## src/rtl/i2c_tgt_pkg.sv

```systemverilog
package i2c_tgt_pkg;

    localparam int BYTE_W = 8;

    typedef enum logic [2:0] {
        ST_IDLE,
        ST_ADDR,
        ST_SACK,
        ST_RX,
        ST_TX,
        ST_MACK
    } tgt_st_e;

    typedef struct packed {
        tgt_st_e           st;
        logic [BYTE_W-1:0] sh;
        logic [3:0]        cnt;
        logic [BYTE_W-1:0] ptr;
        logic              sda_low;
        logic              rd;
        logic              have_ptr;
        logic              mack;
        logic              we;
        logic [BYTE_W-1:0] wdata;
    } tgt_state_t;

endpackage

```

## src/rtl/i2c_line_filter.sv

```systemverilog
module i2c_line_filter #(
    parameter int SYNC_STAGES = 2,
    parameter int FILT_LEN    = 3
) (
    input  logic clk,
    input  logic rst_n,
    input  logic line_i,
    output logic line_o
);
    localparam int CW  = $clog2(FILT_LEN + 1);
    localparam int TOP = SYNC_STAGES - 1;

    typedef struct packed {
        logic [SYNC_STAGES-1:0] sync;
        logic [CW-1:0]          cnt;
        logic                   out;
    } flt_t;

    flt_t q, d;

    always_comb begin
        d      = q;
        d.sync = {q.sync[TOP-1:0], line_i};
        if (q.sync[TOP] != q.out) begin
            if (q.cnt == CW'(FILT_LEN - 1)) begin
                d.out = q.sync[TOP];
                d.cnt = '0;
            end else begin
                d.cnt = q.cnt + CW'(1);
            end
        end else begin
            d.cnt = '0;
        end
    end

    always_ff @(posedge clk or negedge rst_n) begin
        if (!rst_n) q <= '{sync: '1, cnt: '0, out: 1'b1};
        else        q <= d;
    end

    assign line_o = q.out;
endmodule

```

## src/rtl/i2c_bus_events.sv

```systemverilog
module i2c_bus_events (
    input  logic clk,
    input  logic rst_n,
    input  logic scl,
    input  logic sda,
    output logic start_o,
    output logic stop_o,
    output logic rise_o,
    output logic fall_o
);
    typedef struct packed {
        logic scl;
        logic sda;
    } prev_t;

    prev_t q, d;

    always_comb begin
        d.scl = scl;
        d.sda = sda;
    end

    always_ff @(posedge clk or negedge rst_n) begin
        if (!rst_n) q <= '{scl: 1'b1, sda: 1'b1};
        else        q <= d;
    end

    assign start_o = scl & q.scl & q.sda & ~sda;
    assign stop_o  = scl & q.scl & ~q.sda & sda;
    assign rise_o  = scl & ~q.scl;
    assign fall_o  = ~scl & q.scl;
endmodule

```

## src/rtl/i2c_target_fsm.sv

```systemverilog
module i2c_target_fsm
    import i2c_tgt_pkg::*;
#(
    parameter logic [6:0] DEV_ADDR = 7'h21
) (
    input  logic              clk,
    input  logic              rst_n,
    input  logic              start_i,
    input  logic              stop_i,
    input  logic              rise_i,
    input  logic              fall_i,
    input  logic              sda_i,
    input  logic [BYTE_W-1:0] rdata_i,
    output logic              sda_low_o,
    output logic [BYTE_W-1:0] addr_o,
    output logic [BYTE_W-1:0] wdata_o,
    output logic              we_o,
    output logic              idle_o
);
    localparam logic [3:0] LAST_BIT = 4'(BYTE_W);

    tgt_state_t q, d;

    always_comb begin
        d    = q;
        d.we = 1'b0;
        if (q.we) d.ptr = q.ptr + 8'd1;
        if (start_i) begin
            d.st      = ST_ADDR;
            d.cnt     = '0;
            d.sda_low = 1'b0;
        end else if (stop_i) begin
            d.st      = ST_IDLE;
            d.sda_low = 1'b0;
        end else begin
            unique case (q.st)
                ST_ADDR, ST_RX: begin
                    if (rise_i) begin
                        d.sh  = {q.sh[BYTE_W-2:0], sda_i};
                        d.cnt = q.cnt + 4'd1;
                    end
                    if (fall_i && q.cnt == LAST_BIT) begin
                        if (q.st == ST_ADDR) begin
                            if (q.sh[7:1] == DEV_ADDR) begin
                                d.rd       = q.sh[0];
                                d.have_ptr = 1'b0;
                                d.sda_low  = 1'b1;
                                d.st       = ST_SACK;
                            end else begin
                                d.st = ST_IDLE;
                            end
                        end else begin
                            if (!q.have_ptr) begin
                                d.ptr      = q.sh;
                                d.have_ptr = 1'b1;
                            end else begin
                                d.we    = 1'b1;
                                d.wdata = q.sh;
                            end
                            d.sda_low = 1'b1;
                            d.st      = ST_SACK;
                        end
                    end
                end
                ST_SACK: begin
                    if (fall_i) begin
                        d.cnt = '0;
                        if (q.rd) begin
                            d.sh      = rdata_i;
                            d.sda_low = ~rdata_i[7];
                            d.st      = ST_TX;
                        end else begin
                            d.sda_low = 1'b0;
                            d.st      = ST_RX;
                        end
                    end
                end
                ST_TX: begin
                    if (rise_i) d.cnt = q.cnt + 4'd1;
                    if (fall_i) begin
                        if (q.cnt == LAST_BIT) begin
                            d.sda_low = 1'b0;
                            d.mack    = 1'b0;
                            d.ptr     = q.ptr + 8'd1;
                            d.st      = ST_MACK;
                        end else begin
                            d.sh      = {q.sh[BYTE_W-2:0], 1'b0};
                            d.sda_low = ~q.sh[6];
                        end
                    end
                end
                ST_MACK: begin
                    if (rise_i) d.mack = ~sda_i;
                    if (fall_i) begin
                        if (q.mack) begin
                            d.sh      = rdata_i;
                            d.sda_low = ~rdata_i[7];
                            d.cnt     = '0;
                            d.st      = ST_TX;
                        end else begin
                            d.st = ST_IDLE;
                        end
                    end
                end
                default: ;
            endcase
        end
    end

    always_ff @(posedge clk or negedge rst_n) begin
        if (!rst_n) q <= '{st: ST_IDLE, default: '0};
        else        q <= d;
    end

    assign sda_low_o = q.sda_low;
    assign addr_o    = q.ptr;
    assign wdata_o   = q.wdata;
    assign we_o      = q.we;
    assign idle_o    = (q.st == ST_IDLE);
endmodule

```

## src/rtl/i2c_regbank_target.sv

```systemverilog
module i2c_regbank_target
    import i2c_tgt_pkg::*;
#(
    parameter logic [6:0] DEV_ADDR    = 7'h21,
    parameter int         SYNC_STAGES = 2,
    parameter int         FILT_LEN    = 3
) (
    input  logic              clk,
    input  logic              rst_n,
    input  logic              scl_i,
    input  logic              sda_i,
    output logic              sda_o,
    output logic              sda_oe,
    output logic [BYTE_W-1:0] reg_addr,
    output logic [BYTE_W-1:0] reg_wdata,
    output logic              reg_we,
    input  logic [BYTE_W-1:0] reg_rdata
);
    localparam int N_LINES = 2;

    logic [N_LINES-1:0] raw_lines;
    logic [N_LINES-1:0] clean_lines;
    logic start_ev, stop_ev, rise_ev, fall_ev;
    logic bus_idle;

    assign raw_lines = {scl_i, sda_i};

    for (genvar g = 0; g < N_LINES; g++) begin : g_line
        i2c_line_filter #(
            .SYNC_STAGES(SYNC_STAGES),
            .FILT_LEN   (FILT_LEN)
        ) u_filt (
            .clk   (clk),
            .rst_n (rst_n),
            .line_i(raw_lines[g]),
            .line_o(clean_lines[g])
        );
    end

    i2c_bus_events u_events (
        .clk    (clk),
        .rst_n  (rst_n),
        .scl    (clean_lines[1]),
        .sda    (clean_lines[0]),
        .start_o(start_ev),
        .stop_o (stop_ev),
        .rise_o (rise_ev),
        .fall_o (fall_ev)
    );

    i2c_target_fsm #(
        .DEV_ADDR(DEV_ADDR)
    ) u_fsm (
        .clk      (clk),
        .rst_n    (rst_n),
        .start_i  (start_ev),
        .stop_i   (stop_ev),
        .rise_i   (rise_ev),
        .fall_i   (fall_ev),
        .sda_i    (clean_lines[0]),
        .rdata_i  (reg_rdata),
        .sda_low_o(sda_oe),
        .addr_o   (reg_addr),
        .wdata_o  (reg_wdata),
        .we_o     (reg_we),
        .idle_o   (bus_idle)
    );

    assign sda_o = 1'b0;
endmodule

```

## config.mk

```make
export PLATFORM = sky130hd
export DESIGN_NAME = i2c_regbank_target
export DESIGN_NICKNAME = d
export VERILOG_FILES = /design/src/rtl/i2c_tgt_pkg.sv /design/src/rtl/i2c_line_filter.sv /design/src/rtl/i2c_bus_events.sv /design/src/rtl/i2c_target_fsm.sv /design/src/rtl/i2c_regbank_target.sv
export SDC_FILE = /design/constraint.sdc
export NUM_CORES = 1
export LEC_CHECK = 0
export BUFFER_PORTS_ARGS = -buffer_cell sky130_fd_sc_hd__buf_2
export CORE_UTILIZATION = 40
export CTS_BUF_LIST = sky130_fd_sc_hd__clkbuf_16
export DETAILED_ROUTE_END_ITERATION = 8
export HOLD_SLACK_MARGIN = 0.12
export PLACE_DENSITY = 0.55
export SLEW_MARGIN = 20
export SYNTH_ARGS = -nofsm -noshare
export SYNTH_HDL_FRONTEND = slang
export SYNTH_SLANG_ARGS = --single-unit
```

## constraint.sdc

```tcl
create_clock -name clk -period 2.37 [get_ports clk]
set_input_delay 0.237 -clock clk [delete_from_list [all_inputs] [get_ports clk]]
set_output_delay 0.237 -clock clk [all_outputs]
set_load 0.03 [all_outputs]
```

==> results by group, run 1 <==
Run status
  • Status: finished, violations left
  • Failing checks: design-rule violations

Finish
  • Area delta synth->final: 12.2%
  • Finished Layout Cells: 357
  • Antenna Cells: 0
  • Filler cell count: 611
  • Share of cells above drive strength 1: 31.1%
  • Nets@finish: 294

Global routing
  • Gr ovfl total: 0
  • GRT Overall Usage: 17.0%
  • First-pass GRT wire length: 9430 µm
  • Vias in the first global route: 1866
  • Antenna violations before repair: 0
  • Largest net degree at the start of global routing: 49

Yosys
  • Most frequent cell after synthesis: dfrtp_1
  • Number of synthesized flops with an enable pin: 0
  • Most used DFF post-synth: dfrtp_1
  • Post-synthesis register bit count: 48
  • Yosys top cell area share: 37.1%
  • Synth area leaders: dfrtp_1 37%, mux2_2 11%, dfstp_2 7.8%, buf_4 5.0%, xor2_1 3.6%
  • Syn Nets: 274
  • Post-synth cell types: 53
  • Ys Warns: 0
  • Synth top cells by count: 40 x dfrtp_1, 27 x mux2_2, 20 x nand2_1
  • Synthesized cell area: 2700 µm²
  • Sequential fraction of the synthesis area: 44.9%
  • Avg Cell Area, Syn: 10.4 µm²
  • Yosys top cell by area: dfrtp_1
  • Ys async rst share: 100%
  • Post-Syn Instances: 259

Placement
  • Setup Slack @ Placement: 0.315 ns
  • Post-Place Cells: 346
  • PortBufs: 29
  • Post-DP HPWL: 3880 µm
  • Final GP Congestion: 0.801

Die
  • Die Y: 84.1 µm
  • FP Rows: 29
  • Die Wd: 84.1 µm
  • Die area: 7080 µm²
  • Core area: 6420 µm²
  • Initial Utilization: 42.0%
  • Io pins: 31

Worst setup path
  • CP endpoint kind: flop
  • Cell chain of the critical path: nor2b_1 > a21o_1 > mux2_2 > mux2_2
  • RR Endpoint: u_fsm.q[30]
  • CP Launch Type: flop
  • Slowest CP cell: dfrtp_1
  • Max incr delay on CP: 0.53 ns
  • CP Data Required Time: 2.54 ns
  • CP most frequent cell: mux2_2
  • Crit Path Category: reg2reg
  • Worst Path Max Fanout: 14
  • Register-to-Register Path Depth: 4
  • Worst Path Buf+Inv: 0
  • R2R setup slack: 0.26 ns
  • Crit-path leading delay family: multiplexers
  • Worst Path Arrival: 2.28 ns
  • Origin of the critical flop-to-flop path: u_fsm.q[34]

Detailed routing
  • Max Used Layer: met4
  • Vias/cell: 5.49
  • Drt total wl: 5650 µm
  • Metal3 WL: 211 µm
  • Iter 0 DRT Violations: 173
  • WL met2: 2440 µm
  • Wire per inst: 15.8 µm
  • DRT antenna net count: 0
  • Routed vias: 1960
  • Pre-antenna DRT Iters: 6
  • WL met1: 2980 µm
  • DR DRC count: 4

Clock network
  • Post-CTS sizing: 0
  • Clk Latency, worst-skew pair: 0.28 ns
  • Worst-path clk slew: 0.07 ns
  • Post-CTS setup buffer count: 0
  • Root Buffer Master: clkbuf_16
  • Number of buffers created by CTS: 5
  • Clk sinks: 48
  • H-tree Lvls: 2
  • Hold buffers post-CTS: 3
  • CTS tree: built
  • CTS max path bufs: 2

STA
  • Crit share post-route: 88.9%
  • Slew headroom: 58.0%
  • Fin. Hold Viols: 0
  • Final critical path time including I/O delays and setup: 2.11 ns
  • Hold_ws: 0.310 ns
  • Setup TNS: 0 ns
  • Worst-margin pin slew: 0.630 ns
  • Clock skew: 0.00569 ns
  • Endpoints failing setup: 0
  • Post-route setup slack: 0.264 ns
  • Final max-slew violation count: 0
  • Fmax: 475 MHz
  • Unrepaired setup endpoints after global routing: no

Min path
  • Hold_sp: reg_rdata[2]
  • Worst Hold Class: in2reg
  • Worst Hold Depth: 3
  • Hold EP: u_fsm.q[27]

Power and ir drop
  • Worst vdd ir: 470 µV
  • Total power density per cell area: 975 nW/µm²
  • Switching part of the total: 33.7%
  • P_sw: 993 µW
  • Internal power: 1960 µW
  • Leakage power: 0.00142 µW
  • Clock Power Share: 27.3%
  • Sequential Power Share: 41.9%
  • Comb pwr share: 30.8%

Flow run
  • Max-cap violations: 0
worst reg2reg max path, cell delays in order (launching register included):
cell and delay, ns:
dfrtp_1 0.53, nor2b_1 0.36, a21o_1 0.46, mux2_2 0.39, mux2_2 0.25
worst max path at each step:
stage,from,end,cells past startpoint
global route,u_fsm.q[22],u_fsm.q[11],7
floorplan,u_fsm.q[21],u_fsm.q[11],8
CTS,u_fsm.q[34],u_fsm.q[26],4
global placement,u_fsm.q[21],u_fsm.q[11],7
detailed placement,u_fsm.q[21],u_fsm.q[11],7
finish,u_fsm.q[34],u_fsm.q[30],4
metrics by stage:
step | utilization (%) | power (µW) | cell area [µm²]
floorplan | - | 1880 | 2700
global placement | 44.1 | 2140 | 2830
detailed placement | 44.1 | 2150 | 2830
CTS | 47.1 | 2970 | 3030
global route | 47.1 | 3120 | 3030
finish | 47.1 | 2950 | 3030
cell type report:
type / count / area [µm²] / area share (%)
Multi-Input combinational cell: 173 / 1260 / 41.8
Sequential cell: 48 / 1210 / 40.0
Timing Repair Buffer: 43 / 258 / 8.51
Clock buffer: 5 / 125 / 4.13
Tap cell: 77 / 96.3 / 3.18
Clock inverter: 3 / 42.5 / 1.40
Inverter: 8 / 30.0 / 0.992
logic make-up after synthesis:
| kind of cell | Yosys count | share of synthesized area, % |
|---|---|---|
| and+or+nand+nor | 69 | 14.2 |
| AOI/OAI and AO/OA | 58 | 15.0 |
| DFF | 48 | 44.9 |
| buffers and inverters | 38 | 8.21 |
| muxes | 27 | 11.3 |
| xor gates and xnor gates | 15 | 4.87 |
| adders and majority gates | 3 | 1.39 |
| other | 1 | 0.139 |
flip-flops by register name, summed over array words and instances (netlist names):
name                  cells
g_line.u_filt.line_o      2
u_fsm.wdata_o             8
g_line.u_filt.q           6
u_events.q                2
u_fsm.q                  18
g_line.u_filt.d           2
u_fsm.we_o                1
u_fsm.sda_low_o           1
u_fsm.addr_o              8
cell usage in the layout, fill, tap and decap left out, types with 4 or more instances in the layout:
cell type,instances
buf_4,11
a21oi_1,4
clkbuf_16,5
xor2_1,11
a22oi_1,10
mux2_2,27
nor2_1,11
buf_2,29
o22ai_1,7
inv_1,8
dfrtp_1,40
and3_1,4
nor3_1,4
nor2b_1,6
dfstp_2,8
nand2b_1,5
nand2_1,20
xnor2_1,4
o21ai_0,13
power by group through the flow:
stage	Combinational [µW]	Clock, µW	Sequential [µW]
6_report	908	805	1240
5_1_grt	999	852	1270
4_1_cts	911	822	1240
3_5_place_dp	900	0	1250
3_3_place_gp	894	0	1250
2_1_floorplan	741	0	1140
layer usage:
metal / GRT usage [%] / up-vias
met1: 25.7 / 958
met2: 24.8 / 41
met4: 3.76 / 0
met3: 3.66 / 2
li1: - / 959
met5: 0 / -
Note: power is estimated with default switching activity, not from simulation.
==> inputs of run 2 (changes only) <==
- CTS_BUF_LIST: sky130_fd_sc_hd__clkbuf_16 -> unset
==> run 2 against run 1 <==
The run still ends with design-rule violations left. Sequential power hardly changed. Critical path depth unchanged. Non-clock buffer count unchanged. Via count grew 0.41%. Highest routed layer unchanged. Largest cell class unchanged. First-iteration DRC count is 2.9% higher. Maximum frequency is 1.6% lower. Cell count is the same. Wire length shrank 0.35%. Sequential cell count unchanged. Die area unchanged. Critical endpoint unchanged. Setup slack worse by 0.034 ns. Clock power fell by 21%.
==> results by group, run 2 (synthesized netlist as in run 1, its figures left out) <==
STA
  • Clock skew: 0.00656 ns (was 0.00569 ns)
  • Endpoints failing setup: 0 (unchanged)
  • Slew headroom: 58.5% (was 58.0%)
  • Hold_ws: 0.293 ns (was 0.310 ns)
  • Setup TNS: 0 ns (unchanged)
  • Final critical path time including I/O delays and setup: 2.14 ns (was 2.11 ns)
  • Fin. Hold Viols: 0 (unchanged)
  • Fmax: 467 MHz (was 475 MHz)
  • Unrepaired setup endpoints after global routing: no (unchanged)
  • Crit share post-route: 90.3% (was 88.9%)
  • Final max-slew violation count: 0 (unchanged)
  • Worst-margin pin slew: 0.623 ns (was 0.630 ns)

Power and ir drop
  • Worst vdd ir: 470 µV (about the same)
  • Leakage power: 0.00140 µW (was 0.00142 µW)
  • Power, Total: 2770 µW (was 2950 µW)
  • Total power density per cell area: 930 nW/µm² (was 975 nW/µm²)

Min path
  • Worst Hold Class: in2reg (unchanged)

Worst setup path
  • Setup crit start: u_fsm.q[34] (unchanged)
  • Slowest CP cell: dfrtp_1 (unchanged)
  • CP Depth: 4 (unchanged)
  • CP endpoint: u_fsm.q[30] (unchanged)
  • Max incr delay on CP: 0.54 ns (was 0.53 ns)
  • Cell chain of the critical path: nor2b_1 > a21o_1 > mux2_2 > mux2_2 (unchanged)
  • CP most frequent cell: mux2_2 (unchanged)
  • Register-to-Register Path Depth: 4 (unchanged)
  • Origin of the critical flop-to-flop path: u_fsm.q[34] (unchanged)
  • R2R setup slack: 0.23 ns (was 0.26 ns)
  • RR Endpoint: u_fsm.q[30] (unchanged)
  • Worst Path Max Fanout: 14 (unchanged)
  • CP Launch Type: flop (unchanged)
  • CP endpoint kind: flop (unchanged)
  • Worst Path Arrival: 2.33 ns (was 2.28 ns)
  • Crit-path leading delay family: multiplexers (unchanged)
  • Worst Path Buf+Inv: 0 (unchanged)
  • Crit Path Category: reg2reg (unchanged)
  • CP Data Required Time: 2.56 ns (was 2.54 ns)

Die
  • Core area: 6420 µm² (unchanged)
  • FP Rows: 29 (unchanged)
  • Io pins: 31 (unchanged)
  • Initial Utilization: 42.0% (unchanged)
  • Die area: 7080 µm² (unchanged)
  • Die Wd: 84.1 µm (unchanged)
  • Die Y: 84.1 µm (unchanged)

Clock network
  • Post-CTS setup buffer count: 0 (unchanged)
  • H-tree Lvls: 2 (unchanged)
  • CTS max path bufs: 2 (unchanged)
  • CTS tree: built (unchanged)
  • Root Buffer Master: clkbuf_8 (was clkbuf_16)
  • Clk sinks: 48 (unchanged)
  • Number of buffers created by CTS: 5 (unchanged)
  • Clk Latency, worst-skew pair: 0.30 ns (was 0.28 ns)
  • Worst-path clk slew: 0.09 ns (was 0.07 ns)
  • Post-CTS sizing: 0 (unchanged)

Finish
  • Antenna Cells: 0 (unchanged)
  • Largest Register: u_fsm.q (unchanged)
  • Nets@finish: 294 (unchanged)
  • Most frequent cells in the layout: 40 x dfrtp_1, 29 x buf_2, 27 x mux2_2, 20 x nand2_1, 13 x o21ai_0 (unchanged)
  • Filler cell count: 622 (was 611)
  • Max reg flops: 18 (unchanged)
  • Commonest non-fill, non-tap cell in the layout: dfrtp_1 (unchanged)
  • Share of cells above drive strength 1: 31.4% (was 31.1%)
  • Area delta synth->final: 10.5% (was 12.2%)

Placement
  • Final GP Congestion: 0.801 (unchanged)
  • Post-DP HPWL: 3880 µm (unchanged)
  • PortBufs: 29 (unchanged)

Global routing
  • M2 GR Usage: 25.0% (was 24.8%)
  • Grt met3 use: 3.17% (was 3.66%)
  • Largest net degree at the start of global routing: 49 (unchanged)
  • First-pass GRT wire length: 9540 µm (was 9430 µm)
  • Layer with the highest usage: met1 (unchanged)
  • Gr ovfl total: 0 (unchanged)
  • GRT Overall Usage: 17.1% (was 17.0%)
  • Antenna violations before repair: 0 (unchanged)
  • Met1 usage: 25.9% (was 25.7%)
  • Vias in the first global route: 1866 (unchanged)

Detailed routing
  • Drt total wl: 5630 µm (was 5650 µm)
  • Iter 0 DRT Violations: 178 (was 173)
  • Routed vias: 1968 (was 1960)
  • DRT antenna net count: 0 (unchanged)
  • Pre-antenna DRT Iters: 7 (was 6)
  • Wire per inst: 15.8 µm (about the same)
  • DR DRC count: 4 (unchanged)
  • Vias/cell: 5.51 (was 5.49)

Run status
  • Status: finished, violations left (unchanged)
  • Failing checks: design-rule violations (unchanged)

Flow run
  • Max-cap violations: 0 (unchanged)
[run 2: cell type report]
class                   instances  area [µm²]  area share (%)
multi-input cells             173        1260            42.4
flip-flops and latches         48        1210            40.6
repair buffers                 43         258            8.64
well taps                      77        96.3            3.23
clock buffers                   6        82.6            2.77
clock inverters                 2        38.8            1.30
inverters                       8        30.0            1.01
[run 2: where the power goes]
| group | switching [µW] | internal [µW] | leakage (µW) |
|---|---|---|---|
| Sequential | 222 | 1010 | 0.000627 |
| Clock | 287 | 345 | 0.0000614 |
| Combinational | 459 | 448 | 0.000717 |
[run 2: through the flow]
| stage | util, % | cells | setup WS [ns] | area (µm²) |
|---|---|---|---|---|
| floorplan | - | 259 | 0.436 | 2700 |
| global route | 46.4 | 357 | 0.159 | 2980 |
| CTS | 46.4 | 357 | 0.264 | 2980 |
| detailed placement | 44.1 | 346 | 0.315 | 2830 |
| global placement | 44.1 | 346 | 0.347 | 2830 |
| finish | 46.4 | 357 | 0.230 | 2980 |
[run 2: worst min path at each step]
stage	start	end	cells after the start
2_1_floorplan	rst_n	g_line[0].u_filt.q[1]	0
3_5_place_dp	scl_i	g_line[1].u_filt.d[4]	1
3_3_place_gp	scl_i	g_line[1].u_filt.d[4]	1
4_1_cts	reg_rdata[2]	u_fsm.q[27]	3
5_1_grt	reg_rdata[4]	u_fsm.q[29]	3
6_report	reg_rdata[2]	u_fsm.q[27]	3
[run 2: per-layer routing]
layer  share of wire (%)  wire length (µm)
met3                 5.3               296
met4                 1.2                65
met2                  42              2380
met5                   0                 0
met1                  51              2890
[run 2: what timing repair did]
action                                  CTS  global route
endpoints found under the setup margin    0             0
endpoints found under the hold margin    42             0
hold buffers                              3             0
[run 2: tightest hold or removal path, delay by kind of cell]
family / cells / cell delay [ns]
muxes: 2 / 0.25
buffers and inverters: 1 / 0.07
==> inputs of run 3 (changes only) <==
==> constraint.sdc (replaced) <==
create_clock -name clk -period 2.37 [get_ports clk]
set_input_delay 0.474 -clock clk [delete_from_list [all_inputs] [get_ports clk]]
set_output_delay 0.474 -clock clk [all_outputs]
set_load 0.03 [all_outputs]
==> run 3 against run 2 <==
The run still ends with design-rule violations left. Maximum frequency up 2.3%. Hold slack worse by 0.14 ns. Wire length is 0.46% lower. Sequential share of layout area is 0.68 points higher.
==> results by group, run 3 (synthesized netlist as in run 1, its figures left out) <==
Finish
  • Core Util, Final: 45.7% (was 46.4%)
  • Antenna Cells: 0 (unchanged)
  • Share of cells above drive strength 1: 31.7% (was 31.4%)
  • Commonest non-fill, non-tap cell in the layout: dfrtp_1 (unchanged)
  • Filler cell count: 595 (was 622)
  • Largest Register: u_fsm.q (unchanged)
  • Area delta synth->final: 8.72% (was 10.5%)
  • Nets@finish: 292 (was 294)
  • Post-Layout Inst Area: 2930 µm² (was 2980 µm²)
  • Most frequent cells in the layout: 40 x dfrtp_1, 29 x buf_2, 27 x mux2_2, 20 x nand2_1, 13 x o21ai_0 (unchanged)
  • Max reg flops: 18 (unchanged)

Placement
  • Placed cell area: 2840 µm² (was 2830 µm²)
  • PortBufs: 29 (unchanged)
  • Setup Slack @ Placement: 0.295 ns (was 0.315 ns)
  • Final GP Congestion: 0.794 (was 0.801)
  • Post-DP HPWL: 4030 µm (was 3880 µm)

Die
  • Initial Utilization: 42.0% (unchanged)
  • Die Y: 84.1 µm (unchanged)
  • Die area: 7080 µm² (unchanged)
  • FP Rows: 29 (unchanged)
  • Io pins: 31 (unchanged)
  • Die Wd: 84.1 µm (unchanged)
  • Core area: 6420 µm² (unchanged)

Global routing
  • Met1 usage: 25.6% (was 25.9%)
  • First-pass GRT wire length: 9450 µm (was 9540 µm)
  • Largest net degree at the start of global routing: 25 (was 49)
  • Vias in the first global route: 1865 (was 1866)
  • Grt met3 use: 3.26% (was 3.17%)
  • Layer with the highest usage: met1 (unchanged)
  • GRT Overall Usage: 17.0% (was 17.1%)
  • Gr ovfl total: 0 (unchanged)
  • Antenna violations before repair: 0 (unchanged)
  • M2 GR Usage: 24.4% (was 25.0%)

Min path
  • Worst Hold Class: in2async (was in2reg)

Clock network
  • Worst-path clk slew: 0.10 ns (was 0.09 ns)
  • Root Buffer Master: clkbuf_8 (unchanged)
  • CTS tree: built (unchanged)
  • Clk Latency, worst-skew pair: 0.31 ns (was 0.30 ns)
  • Post-CTS setup buffer count: 0 (unchanged)
  • CTS max path bufs: 2 (unchanged)
  • Clk sinks: 48 (unchanged)
  • Number of buffers created by CTS: 5 (unchanged)
  • Hold buffers post-CTS: 0 (was 3)
  • Post-CTS sizing: 0 (unchanged)
  • H-tree Lvls: 2 (unchanged)

STA
  • Fmax: 478 MHz (was 467 MHz)
  • Final max-slew violation count: 0 (unchanged)
  • Endpoints failing setup: 0 (unchanged)
  • Crit share post-route: 88.3% (was 90.3%)
  • Worst-margin pin slew: 0.574 ns (was 0.623 ns)
  • Fin. Hold Viols: 0 (unchanged)
  • Unrepaired setup endpoints after global routing: no (unchanged)
  • Clock skew: 0.0157 ns (was 0.00656 ns)
  • Final critical path time including I/O delays and setup: 2.09 ns (was 2.14 ns)
  • Setup TNS: 0 ns (unchanged)
  • Slew headroom: 61.7% (was 58.5%)
  • Post-route setup slack: 0.278 ns (was 0.230 ns)

Detailed routing
  • DR DRC count: 4 (unchanged)
  • Drt total wl: 5610 µm (was 5630 µm)
  • Routed vias: 1939 (was 1968)
  • DRT antenna net count: 0 (unchanged)
  • Vias/cell: 5.46 (was 5.51)
  • Iter 0 DRT Violations: 156 (was 178)
  • Wire per inst: 15.8 µm (about the same)
  • Pre-antenna DRT Iters: 6 (was 7)

Run status
  • Failing checks: design-rule violations (unchanged)
  • Status: finished, violations left (unchanged)

Worst setup path
  • Max incr delay on CP: 0.43 ns (was 0.54 ns)
  • Crit-path leading delay family: simple AND/OR/NAND/NOR gates (was multiplexers)
  • CP Launch Type: flop (unchanged)
  • CP Data Required Time: 2.56 ns (about the same)
  • Cell chain of the critical path: inv_1 > ha_1 > and3b_1 > nand2_4 > or3_1 > nor2_1 > mux2_2 (was nor2b_1 > a21o_1 > mux2_2 > mux2_2)
  • CP Depth: 7 (was 4)
  • Slowest CP cell: dfrtp_1 (unchanged)
  • Worst Path Max Fanout: 9 (was 14)
  • Worst Path Arrival: 2.28 ns (was 2.33 ns)
  • Worst Path Buf+Inv: 1 (was 0)
  • Register-to-Register Path Depth: 7 (was 4)
  • CP endpoint kind: flop (unchanged)
  • Crit Path Category: reg2reg (unchanged)

Power and ir drop
  • Total power density per cell area: 909 nW/µm² (was 930 nW/µm²)
  • Leakage power: 0.00138 µW (was 0.00140 µW)
  • Worst vdd ir: 566 µV (was 470 µV)

Flow run
  • Max-cap violations: 0 (unchanged)
==> run 3: routing by layer <==
layer,wire length (µm),vias up
li1,-,947
met1,2780,934
met2,2460,53
met3,316,5
met4,52,0
met5,0,-
==> run 3: power by group <==
| group | total, µW | switching [µW] | internal, µW |
|---|---|---|---|
| sequential | 1240 | 226 | 1010 |
| combinational | 902 | 455 | 446 |
| clock | 526 | 286 | 240 |
| total | 2670 | 967 | 1700 |
==> run 3: cell type report <==
type	instances	area (µm²)	share of cell area [%]
tap	77	96.3	3.28
inverter	8	30.0	1.02
sequential	48	1210	41.3
timing repair buffer	41	235	8.02
clock buffer	7	86.3	2.94
multi-input combinational	173	1260	43.1
clock inverter	1	8.76	0.299
==> run 3: worst register-to-register path, cell delays in order (launching register included) <==
cell     delay [ns]
dfrtp_1        0.43
inv_1          0.07
ha_1           0.16
and3b_1        0.32
nand2_4        0.15
or3_1          0.41
nor2_1         0.11
mux2_2         0.33
==> run 3: path summary, 6_finish.rpt <==
check	startpoint	to	slack [ns]
setup / recovery	u_fsm.q[21]	u_fsm.q[11]	0.28
hold / removal	rst_n	u_fsm.q[32]	0.16
setup reg to reg	u_fsm.q[21]	u_fsm.q[11]	0.28
hold reg to reg	g_line[1].u_filt.d[4]	g_line[1].u_filt.q[4]	0.36
max in group asynchronous	rst_n	g_line[0].u_filt.q[4]	1.56
min in group clk	sda_i	g_line[0].u_filt.d[4]	0.27
==> run 3: per-stage QoR <==
| stage | cells | hold slack [ns] | total power, µW |
|---|---|---|---|
| after global routing | 355 | 0.204 | 2840 |
| after global placement | 347 | 0.346 | 2140 |
| final | 355 | 0.156 | 2670 |
| after detailed placement | 347 | 0.347 | 2160 |
| after floorplan | 259 | 0.178 | 1880 |
| after CTS | 355 | 0.178 | 2680 |
